--- config.mk ---
export PLATFORM = sky130hd
export DESIGN_NAME = timing_frame_rx
export DESIGN_NICKNAME = d
export VERILOG_FILES = /design/src/rtl/tfr_pkg.sv /design/src/rtl/tfr_sampler.sv /design/src/rtl/tfr_dispatch.sv /design/src/rtl/timing_frame_rx.sv
export SDC_FILE = /design/constraint.sdc
export NUM_CORES = 1
export LEC_CHECK = 0
export ABC_AREA = 1
export CAP_MARGIN = 20
export CELL_PAD_IN_SITES_DETAIL_PLACEMENT = 1
export CELL_PAD_IN_SITES_GLOBAL_PLACEMENT = 1
export CORE_ASPECT_RATIO = 0.75
export CORE_MARGIN = 1.5
export CORE_UTILIZATION = 47
export CTS_CLUSTER_SIZE = 20
export DETAILED_ROUTE_END_ITERATION = 8
export PLACE_DENSITY = 0.91
export SLEW_MARGIN = 30
export SYNTH_ARGS = -nofsm -noshare
export SYNTH_HDL_FRONTEND = slang
export SYNTH_HIERARCHICAL = 1
export SYNTH_SLANG_ARGS = --single-unit
--- constraint.sdc ---
create_clock -name clk -period 1.95 [get_ports clk]
set_clock_uncertainty 0.05 [all_clocks]
set_input_delay 0.195 -clock clk [delete_from_list [all_inputs] [get_ports clk]]
set_output_delay 0.195 -clock clk [all_outputs]
set_load 0.05 [all_outputs]
--- src/rtl/tfr_pkg.sv ---
package tfr_pkg;
   localparam logic [3:0] TY_EVENT    = 4'h1;
   localparam logic [3:0] TY_UTC_HI   = 4'h2;
   localparam logic [3:0] TY_UTC_LO   = 4'h3;
   localparam logic [3:0] TY_TGM      = 4'h4;
   localparam logic [3:0] TY_TGM_SWAP = 4'h5;
   localparam logic [3:0] ACC_ANY     = 4'hF;

   localparam int ERR_MANCH = 0;
   localparam int ERR_PAR   = 1;
   localparam int ERR_STOP  = 2;

   typedef struct packed {
      logic [3:0]  acc;
      logic [3:0]  typ;
      logic [7:0]  code;
      logic [15:0] payload;
   } frm_word_t;
endpackage

--- src/rtl/tfr_sampler.sv ---
module tfr_sampler #(
   parameter int OVS        = 16,
   parameter bit PARITY_ODD = 1'b0
) (
   input  logic        clk,
   input  logic        rst_n,
   input  logic        line_i,
   output logic        frm_valid_o,
   output logic [31:0] frm_word_o,
   output logic [2:0]  err_o
);
   localparam int CW     = $clog2(OVS);
   localparam int Q1     = OVS / 4;
   localparam int Q3     = (3 * OVS) / 4;
   localparam int N_DATA = 32;

   if (OVS < 4 || (OVS % 4) != 0) begin : g_bad_ovs
      $error("tfr_sampler: OVS must be a multiple of 4, at least 4");
   end

   logic [1:0]    sync_q;
   logic          line, prev_q, busy_q, h1_q, par_q, bad_m_q;
   logic [CW-1:0] cnt_q;
   logic [5:0]    bidx_q;
   logic [31:0]   shreg_q;
   logic          exp_par;

   assign line = sync_q[1];

   if (PARITY_ODD) begin : g_odd
      assign exp_par = ~(^shreg_q);
   end else begin : g_even
      assign exp_par = ^shreg_q;
   end

   always_ff @(posedge clk or negedge rst_n) begin
      if (!rst_n) begin
         sync_q      <= 2'b11;
         prev_q      <= 1'b1;
         busy_q      <= 1'b0;
         h1_q        <= 1'b0;
         par_q       <= 1'b0;
         bad_m_q     <= 1'b0;
         cnt_q       <= '0;
         bidx_q      <= '0;
         shreg_q     <= '0;
         frm_valid_o <= 1'b0;
         frm_word_o  <= '0;
         err_o       <= '0;
      end else begin
         sync_q      <= {sync_q[0], line_i};
         prev_q      <= line;
         frm_valid_o <= 1'b0;
         err_o       <= '0;
         if (!busy_q) begin
            if (prev_q && !line) begin
               busy_q  <= 1'b1;
               cnt_q   <= CW'(1);
               bidx_q  <= '0;
               bad_m_q <= 1'b0;
            end
         end else begin
            cnt_q <= (cnt_q == CW'(OVS - 1)) ? '0 : cnt_q + CW'(1);
            if (cnt_q == CW'(OVS - 1)) bidx_q <= bidx_q + 6'd1;
            if (cnt_q == CW'(Q1)) h1_q <= line;
            if (cnt_q == CW'(Q3)) begin
               if (h1_q == line) bad_m_q <= 1'b1;
               if (bidx_q >= 6'd1 && bidx_q <= 6'(N_DATA))
                  shreg_q <= {shreg_q[30:0], h1_q};
               if (bidx_q == 6'(N_DATA + 1)) par_q <= h1_q;
               if (bidx_q == 6'(N_DATA + 2)) begin
                  busy_q                <= 1'b0;
                  err_o[tfr_pkg::ERR_MANCH] <= bad_m_q | (h1_q == line);
                  err_o[tfr_pkg::ERR_PAR]   <= (par_q != exp_par);
                  err_o[tfr_pkg::ERR_STOP]  <= !h1_q;
                  frm_valid_o <= !(bad_m_q | (h1_q == line)) && (par_q == exp_par) && h1_q;
                  frm_word_o  <= shreg_q;
               end
            end
         end
      end
   end

   AST_VALID_XOR_ERR: assert property (@(posedge clk) disable iff (!rst_n)
      !(frm_valid_o && (|err_o)));
endmodule

--- src/rtl/tfr_dispatch.sv ---
module tfr_dispatch #(
   parameter int MS_CYCLES = 50000,
   parameter int TG_DEPTH  = 16
) (
   input  logic                        clk,
   input  logic                        rst_n,
   input  logic                        frm_valid_i,
   input  logic [31:0]                 frm_word_i,
   input  logic [3:0]                  cfg_acc_i,
   input  logic [$clog2(TG_DEPTH)-1:0] tg_rd_idx_i,
   output logic                        evt_stb_o,
   output logic [7:0]                  evt_code_o,
   output logic [15:0]                 evt_payload_o,
   output logic [31:0]                 utc_sec_o,
   output logic                        utc_stb_o,
   output logic [15:0]                 tg_rd_data_o
);
   import tfr_pkg::*;
   localparam int IDX_W = $clog2(TG_DEPTH);
   localparam int AGE_W = $clog2(MS_CYCLES + 1);

   if (TG_DEPTH < 2 || TG_DEPTH > 256 || (TG_DEPTH & (TG_DEPTH - 1)) != 0) begin : g_bad_depth
      $error("tfr_dispatch: TG_DEPTH must be a power of two from 2 to 256");
   end
   if (MS_CYCLES < 2) begin : g_bad_ms
      $error("tfr_dispatch: MS_CYCLES must be at least 2");
   end

   frm_word_t        w;
   logic             hit, front_q, hi_pend_q;
   logic [15:0]      hi_q;
   logic [AGE_W-1:0] age_q;
   logic [15:0]      bank_q [2][TG_DEPTH];

   assign w   = frm_word_t'(frm_word_i);
   assign hit = frm_valid_i && (cfg_acc_i == ACC_ANY || w.acc == cfg_acc_i);
   assign tg_rd_data_o = bank_q[front_q][tg_rd_idx_i];

   always_ff @(posedge clk or negedge rst_n) begin
      if (!rst_n) begin
         evt_stb_o     <= 1'b0;
         evt_code_o    <= '0;
         evt_payload_o <= '0;
         utc_sec_o     <= '0;
         utc_stb_o     <= 1'b0;
         front_q       <= 1'b0;
         hi_pend_q     <= 1'b0;
         hi_q          <= '0;
         age_q         <= '0;
         for (int b = 0; b < 2; b++)
            for (int i = 0; i < TG_DEPTH; i++) bank_q[b][i] <= '0;
      end else begin
         evt_stb_o <= 1'b0;
         utc_stb_o <= 1'b0;
         if (hi_pend_q) begin
            if (age_q == AGE_W'(MS_CYCLES - 1)) hi_pend_q <= 1'b0;
            else age_q <= age_q + AGE_W'(1);
         end
         if (hit) begin
            case (w.typ)
               TY_EVENT: begin
                  evt_stb_o     <= 1'b1;
                  evt_code_o    <= w.code;
                  evt_payload_o <= w.payload;
               end
               TY_UTC_HI: begin
                  hi_q      <= w.payload;
                  hi_pend_q <= 1'b1;
                  age_q     <= '0;
               end
               TY_UTC_LO: begin
                  if (hi_pend_q) begin
                     utc_sec_o <= {hi_q, w.payload};
                     utc_stb_o <= 1'b1;
                     hi_pend_q <= 1'b0;
                  end
               end
               TY_TGM: begin
                  if (32'(w.code) < TG_DEPTH)
                     bank_q[~front_q][w.code[IDX_W-1:0]] <= w.payload;
               end
               TY_TGM_SWAP: front_q <= ~front_q;
               default: ;
            endcase
         end
      end
   end

   AST_EVT_FROM_FRAME: assert property (@(posedge clk) disable iff (!rst_n)
      evt_stb_o |-> $past(frm_valid_i));
   AST_UTC_FROM_LOW: assert property (@(posedge clk) disable iff (!rst_n)
      utc_stb_o |-> $past(frm_valid_i && frm_word_i[27:24] == TY_UTC_LO));
   AST_SWAP_FROM_FRAME: assert property (@(posedge clk) disable iff (!rst_n)
      (front_q != $past(front_q)) |-> $past(frm_valid_i));
endmodule

--- src/rtl/timing_frame_rx.sv ---
module timing_frame_rx #(
   parameter int OVS        = 16,
   parameter int MS_CYCLES  = 50000,
   parameter int TG_DEPTH   = 16,
   parameter int CNT_W      = 16,
   parameter bit PARITY_ODD = 1'b0
) (
   input  logic                        clk,
   input  logic                        rst_n,
   input  logic                        line_i,
   input  logic [3:0]                  cfg_acc_i,
   input  logic [$clog2(TG_DEPTH)-1:0] tg_rd_idx_i,
   output logic                        evt_stb_o,
   output logic [7:0]                  evt_code_o,
   output logic [15:0]                 evt_payload_o,
   output logic [31:0]                 utc_sec_o,
   output logic                        utc_stb_o,
   output logic [15:0]                 tg_rd_data_o,
   output logic [CNT_W-1:0]            rej_count_o,
   output logic [2:0]                  last_err_o
);
   if (CNT_W < 1) begin : g_bad_cnt
      $error("timing_frame_rx: CNT_W must be positive");
   end

   logic        frm_valid;
   logic [31:0] frm_word;
   logic [2:0]  err;

   tfr_sampler #(.OVS(OVS), .PARITY_ODD(PARITY_ODD)) u_sampler (
      .clk(clk), .rst_n(rst_n), .line_i(line_i),
      .frm_valid_o(frm_valid), .frm_word_o(frm_word), .err_o(err)
   );

   tfr_dispatch #(.MS_CYCLES(MS_CYCLES), .TG_DEPTH(TG_DEPTH)) u_dispatch (
      .clk(clk), .rst_n(rst_n), .frm_valid_i(frm_valid), .frm_word_i(frm_word),
      .cfg_acc_i(cfg_acc_i), .tg_rd_idx_i(tg_rd_idx_i),
      .evt_stb_o(evt_stb_o), .evt_code_o(evt_code_o), .evt_payload_o(evt_payload_o),
      .utc_sec_o(utc_sec_o), .utc_stb_o(utc_stb_o), .tg_rd_data_o(tg_rd_data_o)
   );

   always_ff @(posedge clk or negedge rst_n) begin
      if (!rst_n) begin
         rej_count_o <= '0;
         last_err_o  <= '0;
      end else if (|err) begin
         rej_count_o <= rej_count_o + CNT_W'(1);
         last_err_o  <= err;
      end
   end

   AST_REJ_STEP: assert property (@(posedge clk) disable iff (!rst_n)
      (rej_count_o != $past(rej_count_o)) |-> $past(|err));
endmodule

==> results of run 1 <==
==> what timing repair did <==
| action | 4_1_cts |
|---|---|
| setup buffers | 36 |
| cloned | 64 |
| hold endpoints to repair | 375 |
| gates resized for setup | 707 |
| pin swaps | 196 |
| hold buffers | 2 |
| endpoints found under the setup margin | 676 |
==> through the flow <==
step	std cells	util [%]	cell area [um2]	worst slack, ns
CTS	6242	61.29	49420	-0.9971
detailed placement	6009	52.74	42520	-0.4274
global placement	6009	52.74	42520	-0.3074
floorplan	4927	-	38440	0.00002742
==> logic make-up after synthesis <==
group                      count (synthesis)  synth area share (%)
adders and majority gates                  8                0.2606
buffers and inverters                   1065                 12.12
AOI/OAI and AO/OA                       1187                 18.95
and+or+nand+nor                         1933                 21.95
xor gates and xnor gates                  26                0.5928
DFF                                      708                 46.13
==> layer usage <==
metal,global-route usage (%),GRT overflow
met4,75.54,78
met1,76.14,2
met2,88.83,113
met5,40.77,0
met3,64.04,6
==> impl_metrics.csv, run 1 <==
group,metric,value,unit
synth,yosysUniqueCellTypes,42,
synth,synth.most_common_cell,"nand2_1",
synth,syn_avg_cell_area,7.796,um2
clocking,numClockSinks,708,
synth,synth_ff_type,"dfrtp_1",
sta,worstEpCategory,"output port",
global_route,grt.total_usage,75.98,%
floorplanning,die_h,250.6,um
synth,ys_ff_latch,708,
placed_design,port_buffers,103,
synth,syn-instance-count,4927,
clocking,clock_path_buffers,3,
synth,synth_edf_count,0,
placed_design,gp_congestion,0.8873,
floorplanning,initial_core_util,47.64,%
synth,synth_common_cells,"1112 x nand2_1, 705 x dfrtp_1, 673 x nand3_1",
clocking,h-tree-depth,3,
floorplanning,ios,104,
synth,synthArstFlopShare,100.0,%
placed_design,hpwl,98180,um
synth,synth_top_cell_area_share,45.93,%
floorplanning,rows,90,
clocking,clock-root-buffer,"clkbuf_16",
synth,synth_nets,4946,
global_route,grt_overflow_total,199,
clocking,cts_made_buffers,75,
global_route,grt_max_degree,65,
run_status,lastStage,"5_1_grt",
synth,syn_area,38410,um2
sta,grt_worst_setup_endpoint,"tg_rd_data_o[6]",
synth,synth.largest_area_cell,"dfrtp_1",
floorplanning,die_w,333.1,um
synth,ys_top_cells_by_area,"dfrtp_1 46%, nand2_1 11%, o21bai_1 10%",
synth,yosysWarnings,6,
run_status,error,"[ERROR GRT-0232] Routing congestion too high. Check the congestion heatmap in the GUI.",
synth,ys_seq_area_share,46.13,%
run_status,outcome,"stopped before the end",
==> inputs of run 2 (changes only) <==
--- a/config.mk
+++ b/config.mk
@@ -7,14 +7,10 @@
 export LEC_CHECK = 0
 export ABC_AREA = 1
 export CAP_MARGIN = 20
-export CELL_PAD_IN_SITES_DETAIL_PLACEMENT = 1
-export CELL_PAD_IN_SITES_GLOBAL_PLACEMENT = 1
-export CORE_ASPECT_RATIO = 0.75
 export CORE_MARGIN = 1.5
-export CORE_UTILIZATION = 47
-export CTS_CLUSTER_SIZE = 20
+export CORE_UTILIZATION = 35
 export DETAILED_ROUTE_END_ITERATION = 8
-export PLACE_DENSITY = 0.91
+export PLACE_DENSITY_LB_ADDON = 0.15
 export SLEW_MARGIN = 30
 export SYNTH_ARGS = -nofsm -noshare
 export SYNTH_HDL_FRONTEND = slang
==> impl_metrics.csv, run 2 <==
group,metric,value,unit
run_status,outcome,"complete, but fails checks",
run_status,violations,"setup timing",
detailed_routing,drt-total-wl,132300,um
global_route,grt.total_usage,23.74,%
flow_run,max-cap-violations,0,
global_route,grt_antenna_before_repair,0,
clocking,cts_tree,"done",
worst_setup_path,slowest_stage,"dfrtp_4",
synth,synth.most_common_cell,"nand2_1",
synth,synth.largest_area_cell,"dfrtp_1",
global_route,grt_pass1_vias,33020,
synth,synth_top_cell_area_share,45.93,%
synth,yosysUniqueCellTypes,42,
cells_and_area,finalNetCount,5134,
synth,yosysWarnings,6,
power,internal_power,25630,uW
floorplanning,rows,121,
worst_setup_path,crit_chain,"buf_12 > buf_12 > buf_12 > o21ai_0 > nand3_1 > nand2_2 > nand2_1 > nand2_1 > nand2_2 > nand2_2 > buf_12",
sta,tightest_slew,0.9205,ns
cells_and_area,drive_above_1_share,15.45,%
floorplanning,die-area,111700,um2
worst_setup_path,crit_path_frequent_cell,"buf_12",
placed_design,gp_congestion,0.8362,
sta,rsz0062_at_grt,"true",
detailed_routing,first_pass_iters,5,
floorplanning,die_w,334.3,um
power,p_leak,0.02212,uW
detailed_routing,drc,0,
detailed_routing,wire_per_inst,20.04,um
power,seq_power_share,43.8,%
hold_path,min_path_type,"reg2reg",
cells_and_area,area_delta_synth_final,24.21,%
power,p_clk_share,49.2,%
floorplanning,coreArea,108900,um2
global_route,grt_overflow_total,0,
synth,syn_avg_cell_area,7.796,um2
clocking,h-tree-depth,3,
power,p_sw,8451,uW
worst_setup_path,worst_ep_arrival_time,2.68,ns
detailed_routing,ant_nets,0,
sta,slew_headroom,38.56,%
detailed_routing,vias,33600,
synth,synth_ff_type,"dfrtp_1",
clocking,cts.clk_slew.worst_paths,0.06,ns
clocking,numClockSinks,708,
worst_setup_path,start_kind,"flip-flop",
power,power.density,714.3,nW/um2
synth,synth_common_cells,"1112 x nand2_1, 705 x dfrtp_1, 673 x nand3_1",
floorplanning,initial_core_util,35.29,%
global_route,grt_pass1_wl,205600,um
sta,hold_viol,0,
sta,setup_ws,-0.9715,ns
synth,syn-instance-count,4927,
sta,tns,-36.69,ns
floorplanning,die_h,334.3,um
sta,fmax,0.3423,GHz
sta,period_share,149.8,%
clocking,worstSkewPairLatency,0.67,ns
synth,synth_nets,4946,
placed_design,port_buffers,103,
detailed_routing,drt_iter0_drc,2669,
synth,synthArstFlopShare,100.0,%
worst_setup_path,worstSetupPathType,"reg2out",
floorplanning,ios,104,
worst_setup_path,endpoint_kind,"output port",
cells_and_area,layout_commonest_cell,"nand2_1",
sta,setup_violations,252,
synth,ys_ff_latch,708,
cells_and_area,n_antenna_cell,0,
synth,ys_seq_area_share,46.13,%
worst_setup_path,critical-path-max-stage-delay,0.49,ns
clocking,clock-root-buffer,"clkbuf_16",
clocking,cts_made_buffers,87,
cells_and_area,largest_register_ff_count,512,
power,swShare,24.80,%
detailed_routing,routed_via_density,5.091,
sta,hold_ws,0.3045,ns
synth,ys_top_cells_by_area,"dfrtp_1 46%, nand2_1 11%, o21bai_1 10%",
power,peakVddDrop,0.0005940,V
global_route,grt_max_degree,65,
cells_and_area,fill_cells,10750,
worst_setup_path,cp_max_fo,16,
synth,syn_area,38410,um2
clocking,clock_path_buffers,3,
worst_setup_path,crit_required,1.70,ns
cells_and_area,regMostFlops,"u_dispatch/bank_q",
sta,drv_slew,0,
cells_and_area,layout_common_cells,"1038 x nand2_1, 688 x dfrtp_1, 654 x inv_1, 650 x nand3_1, 513 x o21bai_1",
synth,synth_edf_count,0,
placed_design,hpwl,85640,um
power,power_frac_comb,7.0,%
sta,min_period,2.922,ns
[run 2: timing repair]
| item | CTS | global route |
|---|---|---|
| pin swaps | 67 | 40 |
| cloned | 12 | 2 |
| resized for setup | 295 | 99 |
| endpoints found under the hold margin | 621 | 0 |
| setup endpoints to repair | 127 | 571 |
| hold buffers | 4 | 0 |
| buffers inserted | 6 | 3 |
[run 2: critical path, delay by kind of cell (launching register included)]
kind / cells / cell delay [ns]
flops: 1 / 0.49
compound gates: 1 / 0.15
simple gates: 6 / 0.73
buf+inv: 4 / 0.63
[run 2: power groups by stage]
stage,registers (uW),logic [uW],clock network (uW)
after global placement,15200,2310,0
after global routing,14900,2650,17800
final,14900,2400,16800
after detailed placement,15200,2310,0
after floorplan,15200,1110,0
after CTS,14900,2410,17200
[run 2: cell type report]
type                       count  area [um2]  area share [%]
clock buffer                 136        2643           5.539
multi-input combinational   3154       16660           34.91
clock inverter                23       296.5          0.6215
timing repair buffer         497        6086           12.76
sequential                   708       17740           37.19
tap                         1414        1769           3.708
inverter                     667        2515           5.271
[run 2: worst paths after layout]
path | to | cells after the start | slack [ns] | from
worst max-delay path | tg_rd_data_o[13] | 11 | -0.97 | u_dispatch/front_q$_DFFE_PN0P_
worst min-delay path | u_sampler/sync_q[1]$_DFF_PN1_ | 0 | 0.30 | u_sampler/sync_q[0]$_DFF_PN1_
worst max register to register | u_dispatch/bank_q[269]$_DFFE_PN0P_ | 11 | -0.20 | u_dispatch/front_q$_DFFE_PN0P_
worst min register to register | u_sampler/sync_q[1]$_DFF_PN1_ | 0 | 0.30 | u_sampler/sync_q[0]$_DFF_PN1_
max in group asynchronous | u_dispatch/bank_q[359]$_DFFE_PN0P_ | 5 | 0.64 | rst_n
min in group asynchronous | u_dispatch/hi_pend_q$_DFF_PN0_ | 3 | 0.50 | rst_n
[run 2: through the flow]
| step | instance area, um2 | util, % | instances | setup slack [ns] | power [uW] |
|---|---|---|---|---|---|
| 2_1_floorplan | 38440 | - | 4927 | 0.00002742 | 16280 |
| 3_3_place_gp | 43590 | 40.05 | 6413 | -0.5058 | 17490 |
| 4_1_cts | 47410 | 43.56 | 6594 | -1.003 | 34520 |
| 5_1_grt | 47710 | 43.83 | 6599 | -1.042 | 35340 |
| 6_report | 47710 | 43.83 | 6599 | -0.9715 | 34080 |
| 3_5_place_dp | 43590 | 40.05 | 6413 | -0.4947 | 17500 |
[run 2: logic make-up (layout without fill, tap and decap cells)]
family,count (synthesis),after routing,share of synthesized area [%]
buffers and inverters,1065,1323,12.12
adders and majority gates,8,8,0.2606
and+or+nand+nor,1933,1933,21.95
AOI/OAI and AO/OA,1187,1187,18.95
DFF,708,708,46.13
xor gates and xnor gates,26,26,0.5928
[run 2: routing by layer]
metal	global-route usage, %	vias up	wire length (um)
met5	0	-	0
met4	7.573	0	3699
met3	3.647	175	6992
met2	37.65	816	60890
met1	33.12	16380	60670
li1	-	16230	-
Power figures use the tool's default switching activity.
==> inputs of run 3 (changes only) <==
--- a/config.mk
+++ b/config.mk
@@ -7,9 +7,9 @@
 export LEC_CHECK = 0
 export ABC_AREA = 1
 export CAP_MARGIN = 20
-export CORE_MARGIN = 1.5
 export CORE_UTILIZATION = 35
 export DETAILED_ROUTE_END_ITERATION = 8
+export MAX_ROUTING_LAYER = met4
 export PLACE_DENSITY_LB_ADDON = 0.15
 export SLEW_MARGIN = 30
 export SYNTH_ARGS = -nofsm -noshare
==> impl_metrics.csv, run 3 (synthesis results as in run 2) <==
group,metric,value,unit
clocking,numClockSinks,708,
detailed_routing,drt_iter0_drc,2692,
flow_run,max-cap-violations,0,
floorplanning,die_h,333.3,um
sta,fmax,0.3401,GHz
power,internal_power,25420,uW
clocking,clock_path_buffers,3,
power,swShare,25.21,%
cells_and_area,largest_register_ff_count,512,
detailed_routing,drt-total-wl,131900,um
global_route,grt_pass1_vias,32130,
worst_setup_path,start_kind,"flip-flop",
sta,rsz0062_at_grt,"true",
cells_and_area,postLayoutCoreUtil,43.31,%
sta,setup_ws,-0.9906,ns
power,p_sw,8570,uW
sta,setup_violations,124,
clocking,worstSkewPairLatency,0.68,ns
placed_design,port_buffers,103,
placed_design,placedInstanceArea,43460,um2
sta,tightest_slew,0.7360,ns
detailed_routing,ant_nets,0,
worst_setup_path,cp.buffers_inverters,3,
power,p_leak,0.02189,uW
detailed_routing,first_pass_iters,6,
worst_setup_path,crit_required,1.70,ns
worst_setup_path,cp_max_fo,14,
sta,min_period,2.941,ns
cells_and_area,regMostFlops,"u_dispatch/bank_q",
hold_path,min_path_type,"in2async",
cells_and_area,drive_above_1_share,14.46,%
placed_design,dp_cells,6404,
power,seq_power_share,43.9,%
global_route,grt_overflow_total,0,
worst_setup_path,crit_chain,"buf_12 > bufbuf_16 > o21ai_0 > nand3_1 > nand2_1 > nand2_1 > nand2_1 > nand2_2 > nand2_2 > buf_12",
cells_and_area,finalNetCount,5117,
cells_and_area,final_cell_area,47140,um2
power,power_frac_comb,7.0,%
placed_design,hpwl,83310,um
placed_design,gp_congestion,0.8751,
worst_setup_path,crit_path_frequent_cell,"nand2_1",
sta,period_share,150.8,%
cells_and_area,layout_common_cells,"1050 x nand2_1, 688 x dfrtp_1, 654 x inv_1, 651 x nand3_1, 513 x o21bai_1",
detailed_routing,drc,0,
sta,hold_viol,0,
floorplanning,ios,104,
worst_setup_path,endpoint_kind,"output port",
detailed_routing,vias,33430,
floorplanning,coreArea,108900,um2
cells_and_area,area_delta_synth_final,22.73,%
detailed_routing,wire_per_inst,20.05,um
global_route,grt.total_usage,24.10,%
clocking,cts_made_buffers,87,
global_route,grt_pass1_wl,201900,um
run_status,outcome,"complete, but fails checks",
worst_setup_path,slowest_stage,"dfrtp_4",
floorplanning,initial_core_util,35.29,%
power,power.density,721.1,nW/um2
worst_setup_path,worst_ep_arrival_time,2.70,ns
clocking,cts.clk_slew.worst_paths,0.06,ns
power,p_total,33990,uW
cells_and_area,n_antenna_cell,0,
run_status,violations,"setup timing",
worst_setup_path,worstSetupPathType,"reg2out",
worst_setup_path,cp_top_family,"simple AND/OR/NAND/NOR gates",
clocking,clock-root-buffer,"clkbuf_16",
sta,slew_headroom,50.88,%
sta,drv_slew,0,
cells_and_area,layout_commonest_cell,"nand2_1",
power,peakVddDrop,0.0005509,V
floorplanning,die-area,111100,um2
clocking,cts_tree,"done",
sta,tns,-18.97,ns
floorplanning,die_w,333.3,um
cells_and_area,instances_no_fill,6580,
global_route,grt_antenna_before_repair,0,
global_route,grt_max_degree,72,
floorplanning,rows,121,
power,p_clk_share,49.1,%
clocking,h-tree-depth,3,
worst_setup_path,critical-path-max-stage-delay,0.54,ns
detailed_routing,routed_via_density,5.081,
-- run 3: cell types whose count changed in the layout (fill, tap and decap cells not counted), moves of 5 or more --
cell       delta
nand2_2      -11
o21ai_2       -9
buf_16        -9
clkbuf_8     -11
o21ai_0      +42
o21ai_1      -31
a21oi_2      -12
bufbuf_16     -5
a21oi_1      +13
nand2_1      +12
-- run 3: timing repair --
| action | in CTS | in global routing |
|---|---|---|
| hold buffers | 3 | 0 |
| pin swaps | 76 | 40 |
| gates cloned | 3 | 5 |
| endpoints found under the hold margin | 562 | 0 |
| setup endpoints to repair | 375 | 530 |
| buffers inserted | 4 | 5 |
| resized for setup | 195 | 102 |
-- run 3: path summary, 6_finish.rpt --
| path | slack, ns | depth (start not counted) | startpoint | to |
|---|---|---|---|---|
| max | -0.99 | 10 | u_dispatch/front_q$_DFFE_PN0P_ | tg_rd_data_o[2] |
| min | 0.27 | 3 | rst_n | u_dispatch/bank_q[373]$_DFFE_PN0P_ |
| max reg2reg | -0.12 | 11 | u_dispatch/front_q$_DFFE_PN0P_ | u_dispatch/bank_q[311]$_DFFE_PN0P_ |
| min reg2reg | 0.30 | 0 | u_sampler/sync_q[0]$_DFF_PN1_ | u_sampler/sync_q[1]$_DFF_PN1_ |
| max in group asynchronous | 0.48 | 3 | rst_n | u_dispatch/bank_q[103]$_DFFE_PN0P_ |
| min in group clk | 0.30 | 0 | u_sampler/sync_q[0]$_DFF_PN1_ | u_sampler/sync_q[1]$_DFF_PN1_ |
-- run 3: cell type report --
type / count / area [um2]
clock inverter: 32 / 450.4
fill: 10890 / 61710
timing repair buffer: 480 / 5683
multi-input combinational: 3154 / 16510
inverter: 667 / 2517
clock buffer: 125 / 2470
tap: 1414 / 1769
sequential: 708 / 17740
-- run 3: power groups by stage --
stage	Combinational (uW)	Sequential, uW	Clock (uW)
after floorplan	1110	15200	0
after global placement	2310	15200	0
after detailed placement	2320	15200	0
after CTS	2390	14900	17200
after global routing	2610	14900	17700
final	2380	14900	16700
-- run 3: metal layers --
layer	GRT usage [%]	up-vias	share of wire [%]
met5	-	-	0
met4	6.432	0	2.3
met3	2.355	158	4.4
met2	36.47	747	46
met1	34.32	16320	48
li1	-	16210	-
-- run 3: tightest hold or removal path, cell delays in order --
cell and delay [ns]:
dlygate4sd3_1 0.57, buf_8 0.32, buf_12 0.26
-- run 3: stage by stage --
step / hold WS, ns / setup WS, ns
after floorplan: -0.1506 / 0.00002742
after global placement: 0.09823 / -0.4156
after detailed placement: 0.09856 / -0.4153
after CTS: 0.2673 / -1.042
after global routing: 0.3095 / -1.094
final: 0.2698 / -0.9906
